File: config.mk
export PLATFORM = sky130hd
export DESIGN_NAME = mux_bus_seq
export DESIGN_NICKNAME = d
export VERILOG_FILES = /design/src/rtl/mbs_pkg.sv /design/src/rtl/mbs_reset_sync.sv /design/src/rtl/mbs_tstate_ctrl.sv /design/src/rtl/mbs_bus_drive.sv /design/src/rtl/mbs_rd_capture.sv /design/src/rtl/mux_bus_seq.sv
export SDC_FILE = /design/constraint.sdc
export NUM_CORES = 1
export LEC_CHECK = 0
export ABC_AREA = 0
export BUFFER_PORTS_ARGS = -buffer_cell sky130_fd_sc_hd__clkbuf_2
export CAP_MARGIN = 5
export CORE_MARGIN = 4
export CORE_UTILIZATION = 25
export CTS_CLUSTER_DIAMETER = 40
export CTS_CLUSTER_SIZE = 16
export DETAILED_ROUTE_END_ITERATION = 16
export GPL_TIMING_DRIVEN = 1
export PLACE_DENSITY = 0.56
export SETUP_SLACK_MARGIN = 0.4
export SLEW_MARGIN = 30
export SYNTH_ARGS = -nofsm -noshare
export SYNTH_HDL_FRONTEND = slang
export SYNTH_SLANG_ARGS = --single-unit
File: constraint.sdc
create_clock -name clk -period 1.7 [get_ports clk]
set_clock_uncertainty 0.05 [all_clocks]
set_input_delay 0.34 -clock clk [delete_from_list [all_inputs] [get_ports clk]]
set_output_delay 0.34 -clock clk [all_outputs]
set_load 0.01 [all_outputs]
File: src/rtl/mbs_pkg.sv
package mbs_pkg;

  typedef enum logic [2:0] {
    K_FETCH = 3'd0,
    K_MRD   = 3'd1,
    K_MWR   = 3'd2,
    K_IORD  = 3'd3,
    K_IOWR  = 3'd4
  } cyc_kind_e;

  typedef struct packed {
    logic io_m;
    logic s1;
    logic s0;
  } bus_status_t;

  function automatic logic kind_ok(input logic [2:0] code);
    return code <= 3'd4;
  endfunction

  function automatic logic kind_reads(input cyc_kind_e k);
    return (k == K_FETCH) || (k == K_MRD) || (k == K_IORD);
  endfunction

  function automatic logic kind_writes(input cyc_kind_e k);
    return (k == K_MWR) || (k == K_IOWR);
  endfunction

  function automatic logic kind_io(input cyc_kind_e k);
    return (k == K_IORD) || (k == K_IOWR);
  endfunction

  function automatic bus_status_t status_of(input cyc_kind_e k);
    bus_status_t st;
    case (k)
      K_FETCH: st = '{io_m: 1'b0, s1: 1'b1, s0: 1'b1};
      K_MRD:   st = '{io_m: 1'b0, s1: 1'b1, s0: 1'b0};
      K_MWR:   st = '{io_m: 1'b0, s1: 1'b0, s0: 1'b1};
      K_IORD:  st = '{io_m: 1'b1, s1: 1'b1, s0: 1'b0};
      K_IOWR:  st = '{io_m: 1'b1, s1: 1'b0, s0: 1'b1};
      default: st = '{io_m: 1'b0, s1: 1'b0, s0: 1'b0};
    endcase
    return st;
  endfunction

endpackage

File: src/rtl/mbs_reset_sync.sv
module mbs_reset_sync #(
  parameter int STAGES = 2
) (
  input  logic clk,
  input  logic rst_n,
  output logic rst_n_sync
);

  logic [STAGES-1:0] chain_q;

  always_ff @(posedge clk or negedge rst_n) begin
    if (!rst_n) chain_q <= '0;
    else        chain_q <= {chain_q[STAGES-2:0], 1'b1};
  end

  assign rst_n_sync = chain_q[STAGES-1];

endmodule

File: src/rtl/mbs_tstate_ctrl.sv
module mbs_tstate_ctrl
  import mbs_pkg::*;
#(
  parameter int ADDR_W    = 16,
  parameter int DATA_W    = 8,
  parameter int EXTRA_W   = 2,
  parameter int EXTRA_MAX = 2,
  parameter int ST_W      = 3
) (
  input  logic              clk,
  input  logic              rst_n,
  input  logic              req_valid,
  input  logic [2:0]        req_kind,
  input  logic [ADDR_W-1:0] req_addr,
  input  logic [DATA_W-1:0] req_wdata,
  input  logic [EXTRA_W-1:0] req_extra,
  output logic [ST_W-1:0]   tstate,
  output cyc_kind_e         kind,
  output logic [ADDR_W-1:0] addr,
  output logic [DATA_W-1:0] wdata,
  output logic              ready,
  output logic              at_last
);

  localparam logic [ST_W-1:0] T_IDLE   = '0;
  localparam logic [ST_W-1:0] T_ONE    = ST_W'(1);
  localparam logic [ST_W-1:0] T_BASE   = ST_W'(3);
  localparam int              FETCH_T4 = 4;

  logic [ST_W-1:0]   tstate_q, tstate_d;
  logic [ST_W-1:0]   last_q, last_d;
  cyc_kind_e         kind_q;
  logic [ADDR_W-1:0] addr_q;
  logic [DATA_W-1:0] wdata_q;
  logic              accept;
  int                extra_i;

  // next-state process
  always_comb begin
    at_last = (tstate_q != T_IDLE) && (tstate_q == last_q);
    ready   = (tstate_q == T_IDLE) || at_last;
    accept  = req_valid && ready && kind_ok(req_kind);

    extra_i = int'(req_extra);
    if (extra_i > EXTRA_MAX) extra_i = EXTRA_MAX;

    if (cyc_kind_e'(req_kind) == K_FETCH) last_d = ST_W'(FETCH_T4 + extra_i);
    else                                   last_d = T_BASE;

    tstate_d = tstate_q;
    if (accept)                    tstate_d = T_ONE;
    else if (at_last)              tstate_d = T_IDLE;
    else if (tstate_q != T_IDLE)   tstate_d = tstate_q + T_ONE;
  end

  // register process
  always_ff @(posedge clk or negedge rst_n) begin
    if (!rst_n) begin
      tstate_q <= T_IDLE;
      last_q   <= T_BASE;
      kind_q   <= K_FETCH;
      addr_q   <= '0;
      wdata_q  <= '0;
    end else begin
      tstate_q <= tstate_d;
      if (accept) begin
        last_q  <= last_d;
        kind_q  <= cyc_kind_e'(req_kind);
        addr_q  <= req_addr;
        wdata_q <= req_wdata;
      end
    end
  end

  assign tstate = tstate_q;
  assign kind   = kind_q;
  assign addr   = addr_q;
  assign wdata  = wdata_q;

endmodule

File: src/rtl/mbs_bus_drive.sv
module mbs_bus_drive
  import mbs_pkg::*;
#(
  parameter int ADDR_W = 16,
  parameter int DATA_W = 8,
  parameter int ST_W   = 3
) (
  input  logic [ST_W-1:0]          tstate,
  input  cyc_kind_e                kind,
  input  logic [ADDR_W-1:0]        addr,
  input  logic [DATA_W-1:0]        wdata,
  output logic [ADDR_W-DATA_W-1:0] a_hi,
  output logic [DATA_W-1:0]        ad_out,
  output logic                     ad_oe,
  output logic                     ale,
  output logic                     io_m,
  output logic                     s1,
  output logic                     s0,
  output logic                     rd_n,
  output logic                     wr_n
);

  localparam int              HI_W = ADDR_W - DATA_W;
  localparam logic [ST_W-1:0] T_1  = ST_W'(1);
  localparam logic [ST_W-1:0] T_2  = ST_W'(2);
  localparam logic [ST_W-1:0] T_3  = ST_W'(3);

  bus_status_t st;

  always_comb begin
    a_hi   = '0;
    ad_out = '0;
    ad_oe  = 1'b0;
    ale    = 1'b0;
    io_m   = 1'b0;
    s1     = 1'b0;
    s0     = 1'b0;
    rd_n   = 1'b1;
    wr_n   = 1'b1;
    st     = status_of(kind);

    if (tstate != '0) begin
      io_m = st.io_m;
      s1   = st.s1;
      s0   = st.s0;
      if (kind_io(kind)) a_hi = HI_W'(addr[DATA_W-1:0]);
      else               a_hi = addr[ADDR_W-1:DATA_W];

      if (tstate == T_1) begin
        ale    = 1'b1;
        ad_oe  = 1'b1;
        ad_out = addr[DATA_W-1:0];
      end else if (tstate == T_2) begin
        if (kind_reads(kind)) rd_n = 1'b0;
        if (kind_writes(kind)) begin
          wr_n   = 1'b0;
          ad_oe  = 1'b1;
          ad_out = wdata;
        end
      end else if (tstate == T_3) begin
        if (kind_writes(kind)) begin
          wr_n   = 1'b0;
          ad_oe  = 1'b1;
          ad_out = wdata;
        end
      end
    end
  end

endmodule

File: src/rtl/mbs_rd_capture.sv
module mbs_rd_capture #(
  parameter int DATA_W = 8
) (
  input  logic              clk,
  input  logic              rst_n,
  input  logic              cap_en,
  input  logic [DATA_W-1:0] ad_in,
  output logic [DATA_W-1:0] rdata
);

  logic [DATA_W-1:0] byte_q, byte_d;

  always_comb begin
    byte_d = byte_q;
    if (cap_en) byte_d = ad_in;
  end

  always_ff @(posedge clk or negedge rst_n) begin
    if (!rst_n) byte_q <= '0;
    else        byte_q <= byte_d;
  end

  assign rdata = byte_q;

endmodule

File: src/rtl/mux_bus_seq.sv
module mux_bus_seq
  import mbs_pkg::*;
#(
  parameter int ADDR_W    = 16,
  parameter int DATA_W    = 8,
  parameter int EXTRA_W   = 2,
  parameter int EXTRA_MAX = 2
) (
  input  logic                     clk,
  input  logic                     rst_n,
  input  logic                     req_valid,
  input  logic [2:0]               req_kind,
  input  logic [ADDR_W-1:0]        req_addr,
  input  logic [DATA_W-1:0]        req_wdata,
  input  logic [EXTRA_W-1:0]       req_extra,
  output logic                     req_ready,
  output logic                     done,
  output logic [DATA_W-1:0]        rdata,
  output logic [ADDR_W-DATA_W-1:0] a_hi,
  output logic [DATA_W-1:0]        ad_out,
  output logic                     ad_oe,
  input  logic [DATA_W-1:0]        ad_in,
  output logic                     ale,
  output logic                     io_m,
  output logic                     s1,
  output logic                     s0,
  output logic                     rd_n,
  output logic                     wr_n
);

  localparam int              ST_W    = $clog2(4 + EXTRA_MAX + 1);
  localparam logic [ST_W-1:0] T_CAP   = ST_W'(2);

  logic              rst_n_int;
  logic [ST_W-1:0]   tstate;
  cyc_kind_e         kind;
  logic [ADDR_W-1:0] addr;
  logic [DATA_W-1:0] wdata;
  logic              at_last;
  logic              cap_en;

  mbs_reset_sync #(.STAGES(2)) u_rst (
    .clk        (clk),
    .rst_n      (rst_n),
    .rst_n_sync (rst_n_int)
  );

  mbs_tstate_ctrl #(
    .ADDR_W(ADDR_W), .DATA_W(DATA_W), .EXTRA_W(EXTRA_W),
    .EXTRA_MAX(EXTRA_MAX), .ST_W(ST_W)
  ) u_ctrl (
    .clk       (clk),
    .rst_n     (rst_n_int),
    .req_valid (req_valid),
    .req_kind  (req_kind),
    .req_addr  (req_addr),
    .req_wdata (req_wdata),
    .req_extra (req_extra),
    .tstate    (tstate),
    .kind      (kind),
    .addr      (addr),
    .wdata     (wdata),
    .ready     (req_ready),
    .at_last   (at_last)
  );

  mbs_bus_drive #(.ADDR_W(ADDR_W), .DATA_W(DATA_W), .ST_W(ST_W)) u_drive (
    .tstate (tstate),
    .kind   (kind),
    .addr   (addr),
    .wdata  (wdata),
    .a_hi   (a_hi),
    .ad_out (ad_out),
    .ad_oe  (ad_oe),
    .ale    (ale),
    .io_m   (io_m),
    .s1     (s1),
    .s0     (s0),
    .rd_n   (rd_n),
    .wr_n   (wr_n)
  );

  assign cap_en = (tstate == T_CAP) && kind_reads(kind);

  mbs_rd_capture #(.DATA_W(DATA_W)) u_cap (
    .clk    (clk),
    .rst_n  (rst_n_int),
    .cap_en (cap_en),
    .ad_in  (ad_in),
    .rdata  (rdata)
  );

  assign done = at_last;

endmodule

==> results.md <==
Synth:
- The mean instance size in the synthesized netlist is 12.30 um2.
- After Yosys synthesis, and, or, nand and nor cells account for 10.45% of the synthesized area.
- The largest family of logic cells by synthesized area is multiplexers.
- The total of warnings raised by yosys is 0.
- Yosys mapped a number of flops with a built-in enable equal to 0.
- Summing the areas of all xor and xnor instances in the mapped netlist gives 1.548% of the synthesized area.
- After synthesis, the netlist uses 33 different library cells.
- The number of nets in the synthesized netlist is 229.
- The leading register cell type out of synthesis is dfrtp_1.
- The proportion of synthesized area in mux cells is 27.42%.
- The area fraction in compound gates after synthesis is 6.136%.
- The proportion of synthesized flip-flops having asynchronous set or reset is 100.0%.
- Summing the areas of all fa, ha and maj instances in the mapped netlist gives 2.764% of the synthesized area.
- The total of flip-flops plus latches after synthesis is 43.
- For this run, the register share of the synthesized area comes to 47.65%.
- Synthesis handed over a netlist of 184 instances.
- The cell area after synthesis is 2263 um2.

Detailed routing:
- Across all layers, the routed design uses 1863 vias.
- The first detailed-routing pass ran for 4 iterations.
- The post-detailed-route via-to-cell ratio is 4.363.
- The number of nets with antenna violations after routing is 0.
- The detailed-route wire length per cell is 15.32 um.
- After the first detailed-routing iteration, the DRC count stood at 22.
- For this run, design rule violations remaining after detail routing come to 0.
- For this block, the routed nets add up to 6.542 mm of wire.

STA:
- Setup violations remaining at the end of the flow were counted as 58.
- The worst setup margin is -566.3 ps.
- Setup repair after global routing could not meet its margin everywhere.
- The share of the clock period used by the worst path after layout is 133.3%.
- The time the final worst path needs with I/O delays and setup is 2266 ps.
- For this run, the top clock speed supported by timing is 441.3 MHz.
- Final hold analysis gives a worst-case slack of 212.7 ps.
- The measured slew at the worst slew-check pin is 530.1 ps.
- The max-slew violation count was 0.
- The number of endpoints with negative hold slack in the final report is 0.
- Measured against its own limit, the worst slew margin works out to 64.66%.

Power:
- The power density normalized to cell area is 2153 nW/um2.
- The highest ir drop seen on vdd is 0.8514 mV.
- The leakage power figure is 0.001825 uW.

Global route:
- The overflow left after global routing is 0.
- The maximum number of pins on one net before global-route repair is 42.
- The initial antenna violation count is 0.
- The aggregate global-route resource usage is 12.31%.
- The number of global-route vias before repair is 1985.
- The first global-routing pass estimated 10.01 mm of wire.

Critical path:
- The largest fanout on the critical path is 3.
- The category of the worst setup path capture point is a primary output.
- The worst path arrival time is 1880 ps.
- The setup slack of the worst register-to-register path is -510 ps.
- STA puts the critical path data required time at 1310 ps.
- The worst setup path is of the flip-flop to primary output kind.
- The sort of element at the start of the critical path is a flip-flop.

Placed design:
- In this run the tool buffered the top-level ports with 72 buffer cells.
- Routability-driven placement finished with a final weighted congestion of 0.7840.
- Including well taps, the total number of placed cells is 391.
- Summed over all nets, the half-perimeter wirelength after detailed placement is 4.425 mm.

CTS:
- The sink count of the clock tree is 43.
- The cell at the root of the clock tree is clkbuf_8.
- Clock latency on the worst-skew pair, taken at its later pin, is 300 ps.
- The TritonCTS clock tree is built.
- The clock tree synthesis step divided the H-tree into 2 levels.
- The clock passes through at most 2 buffers.
- The TritonCTS buffer count is 5.
- The clock slew at the register clock pins of the worst setup and hold paths is 90 ps.

Floorplan:
- The width of the die is 103.2 um.
- The die covers 10640 um2.
- Once the floorplan was initialized, standard cells occupied 25.83% of the core.
- The floorplan has 34 rows.
- The placeable core region is 8763 um2.
- The number of placed I/O pins is 73.
- The die boundary height is 103.2 um.

Status:
- The checks that failed: setup timing.
- The run finished, with violations left.

Final layout:
- 0 antenna diodes ended up in the layout.
- Leaving out fill and tap cells, the most frequent cell in the layout is clkbuf_2.
- The fraction of layout cells with a size suffix above 1 is 71.79%.
- The final layout contains 363 nets.
- The library cells used most frequently in the layout, excluding fill and tap cells, are clkbuf_2 (58), dfrtp_1 (40), mux2_4 (38), buf_4 (29), buf_6 (23).
- Compared with the post-synthesis result, the final layout area differs by 71.14%.
- The final non-filler cell total is 427.

Run:
- Across the run, the number of max-cap violations was 0.

Min path:
- The type of the tightest min-delay check is input pin to flip-flop.
## per-stage QoR
step                util, %  setup TNS (ps)  cell area, um2  setup slack [ps]  power (uW)
detailed placement    35.45          -11120            3107            -306.9        5862
finish                44.20          -24790            3874            -566.3        8340
global placement      35.45           -9809            3107            -275.2        5816
CTS                   41.86          -21640            3669            -579.3        7710
global route          44.20          -30860            3874            -672.0        8874
floorplan                 -           -7081            2382            -192.7        4370
## metal layers
metal | GRT usage, % | routed length (um)
met5 | 0 | 0
met4 | 2.092 | 37
met3 | 2.909 | 335
met2 | 21.07 | 3367
met1 | 16.03 | 2802
## power by group
group	leakage, uW	switching (uW)	internal [uW]	total, uW
logic	0.00127	2370	3390	5760
clock network	0.0000412	365	288	652
registers	0.000510	394	1540	1930
## kinds of logic after synthesis
kind of cell,after synthesis
AOI/OAI and AO/OA,19
adders and majority gates,5
buffers and inverters,15
other,1
xor gates and xnor gates,4
DFF,43
muxes,46
and+or+nand+nor,51
## final timing paths
kind	start	end	cells past startpoint
worst max-delay path	u_ctrl.tstate[0]	ad_out[7]	8
worst min-delay path	req_addr[10]	u_ctrl.addr[10]	2
worst max register to register	u_ctrl.tstate[0]	u_ctrl.addr[4]	10
worst min register to register	u_rst.chain_q[1]	u_ctrl.addr[11]	1
max in group asynchronous	u_rst.chain_q[1]	u_cap.rdata[6]	1
min in group asynchronous	u_rst.chain_q[1]	u_ctrl.addr[11]	1
## layout make-up
cell class | count | area, um2
Tap cell | 108 | 135.1
Inverter | 7 | 26.28
Fill cell | 823 | 4890
Clock buffer | 6 | 72.57
Multi-Input combinational cell | 126 | 1414
Timing Repair Buffer | 135 | 1134
Sequential cell | 43 | 1080
Clock inverter | 2 | 12.51
## Yosys cell counts (2+ instances only)
| master | count | area [um2] |
|---|---|---|
| dfrtp_1 | 41 | 1026 |
| mux2_4 | 30 | 450.4 |
| nor2_1 | 17 | 63.81 |
| nand2_1 | 13 | 48.80 |
| nand3_1 | 12 | 60.06 |
| a21oi_1 | 9 | 45.04 |
| mux2_2 | 8 | 90.09 |
| mux2i_1 | 8 | 80.08 |
| inv_1 | 7 | 26.28 |
| ha_1 | 5 | 62.56 |
| buf_6 | 4 | 45.04 |
| xnor2_1 | 4 | 35.03 |
| clkbuf_1 | 2 | 7.510 |
| dfstp_2 | 2 | 52.55 |
| nand2b_1 | 2 | 12.51 |
| nor3_1 | 2 | 10.01 |
| o21ai_0 | 2 | 10.01 |
## state kept, by name, summed over array words and instances, names as in the netlist
signal         count
u_ctrl.kind        3
u_ctrl.wdata       8
u_ctrl.last_q      3
u_rst.chain_q      2
u_ctrl.addr       16
u_cap.rdata        8
u_ctrl.tstate      3
## critical path, stage by stage, from the launching register on
cell,delay [ps]
dfrtp_1,430
inv_2,100
ha_4,140
nand2b_4,70
a211oi_4,290
buf_4,160
nand3_2,70
a21oi_2,160
buf_2,150
## repair_timing
action / CTS / global route
endpoints found under the hold margin: 2 / 0
hold buffers: 1 / 0
cloned: 4 / 1
setup endpoints to repair: 66 / 66
pin swaps: 8 / 11
setup buffers: 15 / 7
resized for setup: 58 / 37
No activity file was read; power rests on OpenSTA's default activity.
